<file path="config.mk">
export PLATFORM = sky130hd
export DESIGN_NAME = gpio_irq_bank
export DESIGN_NICKNAME = d
export VERILOG_FILES = /design/src/rtl/gpio_bank_pkg.sv /design/src/rtl/gpio_in_sync.sv /design/src/rtl/gpio_irq_sense.sv /design/src/rtl/gpio_cfg_regs.sv /design/src/rtl/gpio_irq_bank.sv
export SDC_FILE = /design/constraint.sdc
export NUM_CORES = 1
export LEC_CHECK = 0
export BUFFER_PORTS_ARGS = -buffer_cell sky130_fd_sc_hd__buf_2
export CORE_UTILIZATION = 24
export CTS_CLUSTER_DIAMETER = 200
export DETAILED_ROUTE_END_ITERATION = 10
export PLACE_DENSITY = 0.52
export SLEW_MARGIN = 20
export SYNTH_ARGS = -nofsm -noshare
export SYNTH_HDL_FRONTEND = slang
export SYNTH_SLANG_ARGS = --single-unit
</file>
<file path="constraint.sdc">
create_clock -name clk -period 4.07 [get_ports clk]
set_clock_uncertainty 0.15 [all_clocks]
set_input_delay 1.221 -clock clk [delete_from_list [all_inputs] [get_ports clk]]
set_output_delay 1.221 -clock clk [all_outputs]
set_load 0.1 [all_outputs]
</file>
<file path="src/rtl/gpio_bank_pkg.sv">
package gpio_bank_pkg;

    localparam int WINDOW_BYTES = 512;
    localparam int ADDR_W       = $clog2(WINDOW_BYTES);
    localparam int DATA_W       = 32;
    localparam int DRV_BITS     = 3;
    localparam int DRV_STEP     = 4;

    typedef logic [ADDR_W-1:0] addr_t;

    // Byte offsets inside one bank window
    localparam addr_t OFF_PIN_IN   = 9'h000;
    localparam addr_t OFF_DOUT     = 9'h004;
    localparam addr_t OFF_OE       = 9'h008;
    localparam addr_t OFF_SENSE    = 9'h00C;
    localparam addr_t OFF_BOTH     = 9'h010;
    localparam addr_t OFF_POL      = 9'h014;
    localparam addr_t OFF_MASK     = 9'h018;
    localparam addr_t OFF_RAW      = 9'h01C;
    localparam addr_t OFF_MSTAT    = 9'h020;
    localparam addr_t OFF_CLR      = 9'h024;
    localparam addr_t OFF_PSEL     = 9'h034;
    localparam addr_t OFF_PEN      = 9'h038;
    localparam addr_t OFF_DRV_BASE = 9'h058;

endpackage

</file>
<file path="src/rtl/gpio_in_sync.sv">
module gpio_in_sync #(
    parameter int WIDTH = 32
) (
    input  logic             clk,
    input  logic             rst_n,
    input  logic [WIDTH-1:0] async_in,
    output logic [WIDTH-1:0] sync_cur,
    output logic [WIDTH-1:0] sync_prev
);

    typedef struct packed {
        logic [WIDTH-1:0] meta;
        logic [WIDTH-1:0] cur;
        logic [WIDTH-1:0] prev;
    } sync_t;

    sync_t st_d, st_q;

    always_comb begin
        st_d      = st_q;
        st_d.meta = async_in;
        st_d.cur  = st_q.meta;
        st_d.prev = st_q.cur;
    end

    always_ff @(posedge clk or negedge rst_n) begin
        if (!rst_n) begin
            st_q <= '0;
        end else begin
            st_q <= st_d;
        end
    end

    assign sync_cur  = st_q.cur;
    assign sync_prev = st_q.prev;

endmodule

</file>
<file path="src/rtl/gpio_irq_sense.sv">
module gpio_irq_sense #(
    parameter int WIDTH = 32
) (
    input  logic             clk,
    input  logic             rst_n,
    input  logic [WIDTH-1:0] lvl_now,
    input  logic [WIDTH-1:0] lvl_old,
    input  logic [WIDTH-1:0] sense_level,
    input  logic [WIDTH-1:0] both_edges,
    input  logic [WIDTH-1:0] polarity,
    input  logic [WIDTH-1:0] clear_bits,
    output logic [WIDTH-1:0] raw_status
);

    logic [WIDTH-1:0] hit;

    for (genvar p = 0; p < WIDTH; p++) begin : g_pin
        logic rise, fall, edge_hit, level_hit;
        assign rise      = lvl_now[p] & ~lvl_old[p];
        assign fall      = ~lvl_now[p] & lvl_old[p];
        assign edge_hit  = both_edges[p] ? (rise | fall)
                                         : (polarity[p] ? rise : fall);
        assign level_hit = polarity[p] ? lvl_now[p] : ~lvl_now[p];
        assign hit[p]    = sense_level[p] ? level_hit : edge_hit;
    end

    typedef struct packed {
        logic [WIDTH-1:0] raw;
    } sense_t;

    sense_t st_d, st_q;

    always_comb begin
        st_d = st_q;
        // Level pins track the active level; edge pins hold until cleared.
        // A new hit overrides a clear in the same cycle.
        st_d.raw = hit | (st_q.raw & ~clear_bits & ~sense_level);
    end

    always_ff @(posedge clk or negedge rst_n) begin
        if (!rst_n) begin
            st_q <= '0;
        end else begin
            st_q <= st_d;
        end
    end

    assign raw_status = st_q.raw;

endmodule

</file>
<file path="src/rtl/gpio_cfg_regs.sv">
module gpio_cfg_regs
    import gpio_bank_pkg::*;
#(
    parameter int WIDTH = 32
) (
    input  logic                           clk,
    input  logic                           rst_n,
    input  logic                           wr_en,
    input  addr_t                          wr_addr,
    input  logic [DATA_W-1:0]              wr_data,
    output logic [WIDTH-1:0]               dout,
    output logic [WIDTH-1:0]               oe,
    output logic [WIDTH-1:0]               sense_level,
    output logic [WIDTH-1:0]               both_edges,
    output logic [WIDTH-1:0]               polarity,
    output logic [WIDTH-1:0]               mask,
    output logic [WIDTH-1:0]               pull_sel,
    output logic [WIDTH-1:0]               pull_en,
    output logic [DRV_BITS-1:0][WIDTH-1:0] drv_plane
);

    typedef struct packed {
        logic [WIDTH-1:0]               dout;
        logic [WIDTH-1:0]               oe;
        logic [WIDTH-1:0]               lvl;
        logic [WIDTH-1:0]               both;
        logic [WIDTH-1:0]               pol;
        logic [WIDTH-1:0]               mask;
        logic [WIDTH-1:0]               psel;
        logic [WIDTH-1:0]               pen;
        logic [DRV_BITS-1:0][WIDTH-1:0] drv;
    } cfg_t;

    cfg_t cfg_d, cfg_q;
    logic [WIDTH-1:0] wbits;

    assign wbits = wr_data[WIDTH-1:0];

    always_comb begin
        cfg_d = cfg_q;
        if (wr_en) begin
            case (wr_addr)
                OFF_DOUT:  cfg_d.dout = wbits;
                OFF_OE:    cfg_d.oe   = wbits;
                OFF_SENSE: cfg_d.lvl  = wbits;
                OFF_BOTH:  cfg_d.both = wbits;
                OFF_POL:   cfg_d.pol  = wbits;
                OFF_MASK:  cfg_d.mask = wbits;
                OFF_PSEL:  cfg_d.psel = wbits;
                OFF_PEN:   cfg_d.pen  = wbits;
                default:   ;
            endcase
            for (int i = 0; i < DRV_BITS; i++) begin
                if (wr_addr == OFF_DRV_BASE + addr_t'(DRV_STEP * i)) begin
                    cfg_d.drv[i] = wbits;
                end
            end
        end
    end

    always_ff @(posedge clk or negedge rst_n) begin
        if (!rst_n) begin
            cfg_q <= '0;
        end else begin
            cfg_q <= cfg_d;
        end
    end

    assign dout        = cfg_q.dout;
    assign oe          = cfg_q.oe;
    assign sense_level = cfg_q.lvl;
    assign both_edges  = cfg_q.both;
    assign polarity    = cfg_q.pol;
    assign mask        = cfg_q.mask;
    assign pull_sel    = cfg_q.psel;
    assign pull_en     = cfg_q.pen;
    assign drv_plane   = cfg_q.drv;

endmodule

</file>
<file path="src/rtl/gpio_irq_bank.sv">
module gpio_irq_bank
    import gpio_bank_pkg::*;
#(
    parameter int NUM_PINS = 32
) (
    input  logic                         clk,
    input  logic                         rst_n,
    input  logic                         bus_wr_en,
    input  logic [ADDR_W-1:0]            bus_addr,
    input  logic [DATA_W-1:0]            bus_wdata,
    output logic [DATA_W-1:0]            bus_rdata,
    input  logic [NUM_PINS-1:0]          pin_in,
    output logic [NUM_PINS-1:0]          pin_out,
    output logic [NUM_PINS-1:0]          pin_oe,
    output logic [NUM_PINS-1:0]          pad_pull_up,
    output logic [NUM_PINS-1:0]          pad_pull_dn,
    output logic [DRV_BITS*NUM_PINS-1:0] pad_drive,
    output logic                         irq
);

    logic [NUM_PINS-1:0]               sync_cur, sync_prev;
    logic [NUM_PINS-1:0]               cfg_dout, cfg_oe, cfg_lvl, cfg_both, cfg_pol;
    logic [NUM_PINS-1:0]               cfg_mask, cfg_psel, cfg_pen;
    logic [DRV_BITS-1:0][NUM_PINS-1:0] cfg_drv;
    logic [NUM_PINS-1:0]               clr_bits, raw_st, masked_st;

    gpio_in_sync #(.WIDTH(NUM_PINS)) u_sync (
        .clk       (clk),
        .rst_n     (rst_n),
        .async_in  (pin_in),
        .sync_cur  (sync_cur),
        .sync_prev (sync_prev)
    );

    gpio_cfg_regs #(.WIDTH(NUM_PINS)) u_cfg (
        .clk         (clk),
        .rst_n       (rst_n),
        .wr_en       (bus_wr_en),
        .wr_addr     (bus_addr),
        .wr_data     (bus_wdata),
        .dout        (cfg_dout),
        .oe          (cfg_oe),
        .sense_level (cfg_lvl),
        .both_edges  (cfg_both),
        .polarity    (cfg_pol),
        .mask        (cfg_mask),
        .pull_sel    (cfg_psel),
        .pull_en     (cfg_pen),
        .drv_plane   (cfg_drv)
    );

    assign clr_bits = (bus_wr_en && bus_addr == OFF_CLR) ? bus_wdata[NUM_PINS-1:0] : '0;

    gpio_irq_sense #(.WIDTH(NUM_PINS)) u_sense (
        .clk         (clk),
        .rst_n       (rst_n),
        .lvl_now     (sync_cur),
        .lvl_old     (sync_prev),
        .sense_level (cfg_lvl),
        .both_edges  (cfg_both),
        .polarity    (cfg_pol),
        .clear_bits  (clr_bits),
        .raw_status  (raw_st)
    );

    assign masked_st = raw_st & cfg_mask;

    // Combined interrupt register
    typedef struct packed {
        logic irq;
    } top_t;

    top_t top_d, top_q;

    always_comb begin
        top_d     = top_q;
        top_d.irq = |masked_st;
    end

    always_ff @(posedge clk or negedge rst_n) begin
        if (!rst_n) begin
            top_q <= '0;
        end else begin
            top_q <= top_d;
        end
    end

    assign irq = top_q.irq;

    // Read path
    always_comb begin
        case (bus_addr)
            OFF_PIN_IN: bus_rdata = DATA_W'(sync_cur);
            OFF_DOUT:   bus_rdata = DATA_W'(cfg_dout);
            OFF_OE:     bus_rdata = DATA_W'(cfg_oe);
            OFF_SENSE:  bus_rdata = DATA_W'(cfg_lvl);
            OFF_BOTH:   bus_rdata = DATA_W'(cfg_both);
            OFF_POL:    bus_rdata = DATA_W'(cfg_pol);
            OFF_MASK:   bus_rdata = DATA_W'(cfg_mask);
            OFF_RAW:    bus_rdata = DATA_W'(raw_st);
            OFF_MSTAT:  bus_rdata = DATA_W'(masked_st);
            OFF_PSEL:   bus_rdata = DATA_W'(cfg_psel);
            OFF_PEN:    bus_rdata = DATA_W'(cfg_pen);
            default:    bus_rdata = '0;
        endcase
        for (int i = 0; i < DRV_BITS; i++) begin
            if (bus_addr == OFF_DRV_BASE + addr_t'(DRV_STEP * i)) begin
                bus_rdata = DATA_W'(cfg_drv[i]);
            end
        end
    end

    // Pad controls
    assign pin_out     = cfg_dout;
    assign pin_oe      = cfg_oe;
    assign pad_pull_up = cfg_pen & cfg_psel;
    assign pad_pull_dn = cfg_pen & ~cfg_psel;

    for (genvar p = 0; p < NUM_PINS; p++) begin : g_drv
        for (genvar b = 0; b < DRV_BITS; b++) begin : g_bit
            assign pad_drive[p*DRV_BITS + b] = cfg_drv[b][p];
        end
    end

endmodule

</file>
==> results of run 1 <==
-- placed cells by master (no fill, tap or decap), drive strengths merged, types with 5 or more instances in the layout --
cell type / instances
a221oi: 10
nor4: 6
a22o: 10
a21oi: 110
and2: 34
or2: 11
o21ai: 5
a2111oi: 15
inv: 69
nand3: 20
o211a: 5
nor2b: 68
mux2i: 26
a32oi: 7
buf: 609
ha: 64
clkbuf: 78
a21o: 6
mux2: 360
nor2: 29
nor4b: 5
and3: 5
nand4: 12
dfrtp: 481
mux4: 14
clkinv: 14
a22oi: 58
nor3: 13
bufinv: 11
nand2: 99
o22ai: 60
a211oi: 75
xor2: 32
a32o: 11
o2bb2ai: 5
-- power breakdown --
group | total, W | leakage [nW] | internal, W | switching [W]
combinational | 0.00139 | 8.73 | 0.000430 | 0.000962
sequential | 0.00511 | 6.30 | 0.00494 | 0.000172
clock | 0.00570 | 1.03 | 0.00350 | 0.00220
-- cell type report --
type / instances / area, sq um / share of cell area
Multi-Input combinational cell: 1212 / 11820 / 0.3566
Tap cell: 1265 / 1583 / 0.04776
Antenna cell: 1 / 2.502 / 0.00007551
Clock buffer: 78 / 1625 / 0.04905
Sequential cell: 481 / 12040 / 0.3632
Clock inverter: 30 / 471.7 / 0.01423
Inverter: 66 / 255.2 / 0.007702
Timing Repair Buffer: 611 / 5348 / 0.1614
-- metrics by stage --
| step | util | hold WS [ps] | setup WS (ps) | TNS [ps] |
|---|---|---|---|---|
| 2_1_floorplan | - | 181.2 | -513.2 | -13220 |
| 3_3_place_gp | 0.3081 | 186.3 | -932.3 | -20110 |
| 3_5_place_dp | 0.3081 | 184.7 | -894.6 | -20390 |
| 4_1_cts | 0.3437 | 199.0 | -459.1 | -11980 |
| 5_1_grt | 0.3472 | 207.5 | -503.1 | -13700 |
| 6_report | 0.3472 | 197.3 | -491.4 | -12400 |
-- cell usage after synthesis (5+ instances only) --
master	count	area, sq um
dfrtp_1	481	12040
mux2_2	305	3435
a21oi_1	110	550.5
nand2_1	98	367.9
clkbuf_1	80	300.3
a211oi_1	75	563.0
nor2b_1	68	425.4
inv_1	66	247.7
ha_1	64	800.8
o22ai_1	60	375.4
a22oi_1	58	435.4
buf_2	46	230.2
and2_1	34	212.7
xor2_1	32	280.3
mux2_4	30	450.4
nor2_1	27	101.4
mux2i_1	26	260.3
mux2_1	25	281.5
nand3_1	18	90.09
a2111oi_0	15	131.4
mux4_2	14	315.3
nand4_1	12	75.07
a32o_1	11	110.1
or2_2	11	68.82
a221oi_1	10	87.58
a22o_1	10	87.58
nor3_1	9	45.04
a32oi_1	7	61.31
a21o_1	6	45.04
and3_1	5	31.28
nor4_1	5	31.28
o211a_1	5	50.05
o2bb2ai_1	5	43.79
-- layer usage --
layer | vias up | part of all wire | GRT usage
met5 | - | 0.00023 | 0
met4 | 4 | 0.041 | 0.07539
met3 | 188 | 0.073 | 0.04896
met2 | 634 | 0.46 | 0.3078
met1 | 9619 | 0.43 | 0.2535
li1 | 8031 | - | -
-- how the worst min path moves through the flow --
stage | slack, ps | endpoint | from
4_1_cts | 200 | u_sync.sync_cur[6]$_DFF_PN0_ | u_sync.st_d[38]$_DFF_PN0_
2_1_floorplan | 180 | u_sync.sync_cur[0]$_DFF_PN0_ | u_sync.st_d[32]$_DFF_PN0_
3_3_place_gp | 190 | u_sync.sync_cur[1]$_DFF_PN0_ | u_sync.st_d[33]$_DFF_PN0_
5_1_grt | 210 | u_sync.sync_cur[1]$_DFF_PN0_ | u_sync.st_d[33]$_DFF_PN0_
6_report | 200 | u_sync.sync_cur[8]$_DFF_PN0_ | u_sync.st_d[40]$_DFF_PN0_
3_5_place_dp | 180 | u_sync.sync_cur[8]$_DFF_PN0_ | u_sync.st_d[40]$_DFF_PN0_
-- critical path, cell delays in order --
cell and delay, ps:
buf_12 110, buf_4 120, buf_4 130, buf_4 160, buf_4 190, and3_1 200, buf_4 170, a21o_1 150
a22oi_1 410, a21oi_4 110, buf_12 190
-- logic make-up after synthesis --
kind of cell / Yosys count / share of synthesized area
muxes: 400 / 0.2040
xor gates and xnor gates: 32 / 0.01206
DFF: 481 / 0.5179
AOI/OAI and AO/OA: 397 / 0.1179
buffers and inverters: 202 / 0.03688
adders and majority gates: 64 / 0.03445
and+or+nand+nor: 319 / 0.07682
-- timing repair --
action                     in CTS  in global routing
pin swaps                      53                 39
setup endpoints to repair      32                 32
resized for setup             181                 47
cloned                          4                  0
setup buffers                  43                 14
==> results.cfg, run 1 <==
[clock_network]
cts_tree = yes
insertion_delay_ps = 640
clockBufferDepth = 3
cts-htree-levels = 2
clock_sinks = 481
cts_buffers = 57
cts_root_buf = clkbuf_16
clk_pin_slew_worst_paths_ps = 60
cts_hold_buf = 0

[global_routing]
grt_max_degree = 78
grt_pass1_wl_mm = 139.9
grtUsageTotal = 0.1943
antenna_found_initial = 7
gr-total-overflow = 0
grt_pass1_vias = 19710

[logic_synthesis]
yosys_warnings = 0
netlist_instances = 1895
ys.flop_type = dfrtp_1
yosysSeqAreaShare = 0.5179
synth.net_count = 2035
synth_area_per_cell_sq_um = 12.27
synth.distinct_cells = 70
synth_edf_count = 0
async_flop_share = 1.000
ys_ff_latch = 481
netlist_area_sq_mm = 0.02324

[finish]
final_area_sq_mm = 0.03314
finalNetCount = 2569
final_cells = 3744
fill_cells = 9432
largest_reg_flops = 96
area.growth.synth_to_final_pct = 42.58
layout-drive-gt1-share = 0.5024

[route]
drc = 0
wirelength_mm = 97.02
ant_nets = 0
drt_iter0_drc = 1388
wl_per_cell_um = 25.91
drt-pass1-iter-count = 4
via_per_inst = 4.935
routed-via-count = 18476

[sta]
fin_crit_ps = 4561
slew_violations = 0
worstMarginPinSlew_ps = 720.3
rsz0062_at_grt = true
hold_violations = 0
slew-limit-headroom = 0.5198
max_freq_ghz = 0.2192
fin_ws_ps = -491.4
setup_viol = 32
post-route-period-util = 1.121

[place]
portBuffers = 332
dp.cells = 3587
postPlaceCellArea_sq_mm = 0.02940
place_congestion = 0.8878
place_hpwl_mm = 70.65

[worst_setup_path]
critPathCapture = bus_rdata[19]
path_class = input pin to output pin
r2r_cells = 4
crit_path_start_kind = input pin
crit_start = bus_addr[4]
regToRegSetupSlack_ps = 2310
rr_startpoint = u_cfg.mask[10]$_DFFE_PN0P_
required_ps = 2700
cp.arrival_ps = 3190
r2r-end = irq$_DFF_PN0_
end_kind = output pin
crit_fanout = 6

[power]
power_leakage_nw = 16.06
power_w = 0.01221
pwr_density_cell_mw_per_mm2 = 368.3
peakVddDrop_v = 0.0003296

[hold_path]
whs_path_depth = 0
hold_path.class = flip-flop to flip-flop

[job]
cap_violations = 0

[floorplanning]
die_w_um = 313.2
ios = 333
die_h_um = 313.2
start_util = 0.2435
num_rows = 113
core_region_area_sq_mm = 0.09544
die_area_sq_mm = 0.09809

[status]
status = finished with violations
violations = negative setup slack
Note: power is estimated with default switching activity, not from simulation.
==> run 2: changes to the inputs <==
--- a/config.mk
+++ b/config.mk
@@ -9,7 +9,7 @@
 export CORE_UTILIZATION = 24
 export CTS_CLUSTER_DIAMETER = 200
 export DETAILED_ROUTE_END_ITERATION = 10
-export PLACE_DENSITY = 0.52
+export PLACE_DENSITY = 0.51
 export SLEW_MARGIN = 20
 export SYNTH_ARGS = -nofsm -noshare
 export SYNTH_HDL_FRONTEND = slang
==> constraint.sdc (replaced) <==
create_clock -name clk -period 5.4 [get_ports clk]
set_clock_uncertainty 0.15 [all_clocks]
set_input_delay 1.62 -clock clk [delete_from_list [all_inputs] [get_ports clk]]
set_output_delay 1.62 -clock clk [all_outputs]
set_load 0.1 [all_outputs]
==> results.cfg, run 2 (synthesized netlist as in run 1, its figures left out) <==
[place]
dp.cells = 3562
place_congestion = 0.8894
post-place-ws_ps = -300.6
portBuffers = 332
place_hpwl_mm = 70.49

[route]
drt_iter0_drc = 1341
drc = 0
wl_per_cell_um = 26.18
via_per_inst = 4.977
routed-via-count = 18379
wirelength_mm = 96.67
drt-pass1-iter-count = 5
ant_nets = 0

[worst_setup_path]
max_stage_delay_ps = 560
end_kind = output pin
crit_top_cell = buf_12
rr_startpoint = u_sense.raw_status[1]$_DFF_PN0_
r2r-end = irq$_DFF_PN0_
crit_path_start_kind = input pin
cp_cell_sequence = buf_12 > or4b_4 > a211oi_4 > buf_12 > buf_4 > a211oi_2 > o211a_1 > a21oi_4 > buf_12
r2r_cells = 3
slowest_stage = or4b_4
regToRegSetupSlack_ps = 3550
cp.arrival_ps = 3690
required_ps = 3630
path_class = input pin to output pin
crit_fanout = 6

[global_routing]
antenna_found_initial = 10
grt_pass1_wl_mm = 139.2
grt_max_degree = 104
gr-total-overflow = 0
grtUsageTotal = 0.1941
grt_pass1_vias = 19067

[hold_path]
whs_path_depth = 0
hold_path.class = flip-flop to flip-flop
hp-start = u_sync.st_d[56]$_DFF_PN0_
hold_end = u_sync.sync_cur[24]$_DFF_PN0_

[finish]
area.growth.synth_to_final_pct = 34.79
fill_cells = 9561
finalNetCount = 2518
final_cells = 3693
multiInputGateArea_sq_mm = 0.01114
largest_reg_flops = 96
layout_common_cells = dfrtp_1 (481), mux2_2 (305), buf_2 (295)
layout-drive-gt1-share = 0.4637
ff_latch_area_sq_mm = 0.01204
final_common_cell = dfrtp_1

[sta]
fin_ws_ps = -58.82
setup_viol = 4
worstMarginPinSlew_ps = 1039
rsz0062_at_grt = true
max_freq_ghz = 0.1832
slew-limit-headroom = 0.3072
slew_violations = 0
post-route-period-util = 1.011
hold-worst-slack_ps = 191.6
fin_crit_ps = 5459
hold_violations = 0

[clock_network]
clock_sinks = 481
cts_root_buf = clkbuf_16
cts-htree-levels = 2
clk_pin_slew_worst_paths_ps = 60
cts_buffers = 57
insertion_delay_ps = 640
clockBufferDepth = 3
cts_tree = yes
cts_hold_buf = 0

[floorplanning]
die_area_sq_mm = 0.09809
start_util = 0.2435
core_region_area_sq_mm = 0.09544
die_h_um = 313.2
die_w_um = 313.2
ios = 333
num_rows = 113

[power]
pwr_density_cell_mw_per_mm2 = 285.4
peakVddDrop_v = 0.0002322
power_leakage_nw = 15.29

[job]
cap_violations = 0

[status]
violations = negative setup slack
status = finished with violations
run 2: changes by cell type in the layout (fill, tap and decap cells not counted), moves of 5 or more:
cell / change
buf_4: +5
a211oi_4: -5
buf_12: -34
o22ai_2: -25
buf_6: -11
buf_2: +5
a2111oi_4: -6
bufinv_16: -5
o22ai_4: -8
buf_8: -14
a2111oi_2: +5
o22ai_1: +33
run 2: worst max path at each step:
| stage | startpoint | to | slack, ps | cells after the start |
|---|---|---|---|---|
| final | bus_addr[2] | bus_rdata[0] | -60 | 9 |
| after floorplan | bus_addr[0] | bus_rdata[18] | -50 | 7 |
| after global routing | bus_addr[3] | bus_rdata[0] | -90 | 11 |
| after global placement | bus_addr[2] | bus_rdata[5] | -880 | 9 |
| after CTS | bus_addr[3] | bus_rdata[9] | -50 | 10 |
| after detailed placement | bus_addr[3] | bus_rdata[9] | -300 | 10 |
run 2: timing repair:
action / 4_1_cts / 5_1_grt
pin swaps: 23 / 16
gates cloned: 2 / 0
buffers inserted: 16 / 9
gates resized for setup: 91 / 35
endpoints found under the setup margin: 32 / 26
run 2: where the power goes:
group	internal [W]	switching (W)
logic	0.000283	0.000706
registers	0.00372	0.000131
clock network	0.00248	0.00161
run 2: critical path, delay by kind of cell:
| family | cells | cell delay, ps |
|---|---|---|
| compound gates | 4 | 830 |
| simple gates | 1 | 560 |
| buf+inv | 4 | 640 |
run 2: final cells by class:
type | count | share of cell area
Clock buffer | 87 | 0.05528
Sequential cell | 481 | 0.3842
Clock inverter | 18 | 0.007908
Tap cell | 1265 | 0.05052
Multi-Input combinational cell | 1212 | 0.3555
Inverter | 66 | 0.007908
Timing Repair Buffer | 560 | 0.1384
Antenna cell | 4 | 0.0003195
run 2: routing by layer:
metal,vias to the layer above,wire length [um],GRT usage,part of all wire
li1,7947,-,-,-
met1,9610,41480,0.2560,0.43
met2,659,45430,0.3157,0.47
met3,159,6592,0.04036,0.068
met4,4,3154,0.06397,0.033
met5,-,22,0,0.00023
run 2: stage by stage:
stage	TNS, ps	cell area (sq um)	power [W]	utilization
after floorplan	-170.6	23590	0.004473	-
after global placement	-8409	28510	0.004863	0.2987
after detailed placement	-5928	28550	0.004885	0.2992
after CTS	-137.5	31090	0.009053	0.3258
after global routing	-369.3	31320	0.009252	0.3282
final	-142.9	31330	0.008939	0.3283
==> run 3: changes to the inputs <==
--- a/config.mk
+++ b/config.mk
@@ -10,6 +10,7 @@
 export CTS_CLUSTER_DIAMETER = 200
 export DETAILED_ROUTE_END_ITERATION = 10
 export PLACE_DENSITY = 0.51
+export SKIP_LAST_GASP = 1
 export SLEW_MARGIN = 20
 export SYNTH_ARGS = -nofsm -noshare
 export SYNTH_HDL_FRONTEND = slang
==> results.cfg, run 3 (synthesized netlist as in run 1, its figures left out) <==
[sta]
rsz0062_at_grt = true
fin_crit_ps = 5457
worstMarginPinSlew_ps = 1039
slew-limit-headroom = 0.3071
finalSetupTns_ps = -195.3
setup_viol = 6
post-route-period-util = 1.010
fin_ws_ps = -56.67
slew_violations = 0
hold-worst-slack_ps = 192.6
hold_violations = 0
max_freq_ghz = 0.1833

[worst_setup_path]
crit_path_start_kind = input pin
crit_fanout = 10
cp.arrival_ps = 3690
max_stage_delay_ps = 640
end_kind = output pin
required_ps = 3630
slowest_stage = or4_4
path_class = input pin to output pin
regToRegSetupSlack_ps = 3540
cp_cell_sequence = buf_4 > or4_4 > buf_12 > buf_4 > nor3_2 > a211oi_2 > o211a_1 > a21oi_4 > buf_12

[clock_network]
clock_sinks = 481
insertion_delay_ps = 650
cts_tree = yes
cts_hold_buf = 0
cts-htree-levels = 2
clockBufferDepth = 3
clk_pin_slew_worst_paths_ps = 60
cts_buffers = 57
cts_root_buf = clkbuf_16

[power]
power_w = 0.008944
peakVddDrop_v = 0.0002328
netSwitchingPower_w = 0.002456
sw_frac_of_total = 0.2746
pwr_density_cell_mw_per_mm2 = 285.9
power_frac_seq = 0.431
power_frac_clock = 0.458
p_comb_frac = 0.111
power_leakage_nw = 15.28
p_int_w = 0.006488

[floorplanning]
die_h_um = 313.2
die_area_sq_mm = 0.09809
num_rows = 113
ios = 333
core_region_area_sq_mm = 0.09544
die_w_um = 313.2
start_util = 0.2435

[route]
drc = 0
wl_per_cell_um = 26.17
wirelength_mm = 96.63
via_per_inst = 4.967
drt-pass1-iter-count = 6
drt_iter0_drc = 1409
routed-via-count = 18338
ant_nets = 0

[global_routing]
grtUsageTotal = 0.1941
antenna_found_initial = 11
gr-total-overflow = 0
grt_pass1_vias = 19067
grt_pass1_wl_mm = 139.2
grt_max_degree = 104

[hold_path]
hold_path.class = flip-flop to flip-flop

[finish]
largest_reg_flops = 96
finalCoreUtilization = 0.3278
layout-drive-gt1-share = 0.4629
area.growth.synth_to_final_pct = 34.61
layout_common_cells = dfrtp_1 (481), mux2_2 (305), buf_2 (295)
final_common_cell = dfrtp_1
finalNetCount = 2518

[status]
violations = negative setup slack
status = finished with violations

[place]
portBuffers = 332
place_hpwl_mm = 70.49
place_congestion = 0.8894
post-place-ws_ps = -300.6

[job]
cap_violations = 0
## run 3: final cells by class
type | count | area (sq um)
antenna | 3 | 7.507
clock buffer | 87 | 1732
clock inverter | 18 | 247.7
fill | 9566 | 64150
inverter | 66 | 247.7
multi-input combinational | 1212 | 11120
sequential | 481 | 12040
tap | 1265 | 1583
timing repair buffer | 560 | 4315
## run 3: what timing repair did
item                                    in CTS  in global routing
pin swaps                                   23                 15
gates cloned                                 2                  0
gates resized for setup                     89                 31
endpoints found under the setup margin      32                 26
buffers inserted                            16                  8
hold endpoints to repair                     0                  0
## run 3: worst paths after layout
check	end	depth (start not counted)	from
setup / recovery	bus_rdata[0]	9	bus_addr[5]
hold / removal	u_sync.sync_cur[24]$_DFF_PN0_	0	u_sync.st_d[56]$_DFF_PN0_
setup reg to reg	irq$_DFF_PN0_	3	u_cfg.mask[1]$_DFFE_PN0P_
hold reg to reg	u_sync.sync_cur[24]$_DFF_PN0_	0	u_sync.st_d[56]$_DFF_PN0_
max in group asynchronous	u_cfg.polarity[31]$_DFFE_PN0P_	2	rst_n
min in group asynchronous	u_cfg.drv_plane[38]$_DFFE_PN0P_	1	rst_n
## run 3: per-stage QoR
step	instance area, sq um	instances
floorplan	23590	1895
global placement	28510	3559
detailed placement	28550	3562
CTS	31080	3681
global route	31280	3690
finish	31290	3692
## run 3: metal layers
layer	vias up	track usage	part of all wire
met5	-	0	0.00051
met4	8	0.06397	0.032
met3	159	0.04036	0.068
met2	655	0.3157	0.47
met1	9557	0.2560	0.43
li1	7959	-	-
## run 3: power by group through the flow
stage | sequential (W) | combinational, W | clock, W
floorplan | 0.00412 | 0.000350 | 0
global placement | 0.00391 | 0.000953 | 0
detailed placement | 0.00392 | 0.000969 | 0
CTS | 0.00385 | 0.000989 | 0.00421
global route | 0.00387 | 0.00105 | 0.00434
finish | 0.00385 | 0.000989 | 0.00410
## run 3: critical path: cells and delay by family
| kind | cells | cell delay, ps |
|---|---|---|
| and+or+nand+nor | 2 | 860 |
| AOI/OAI and AO/OA | 3 | 480 |
| buffers and inverters | 4 | 700 |
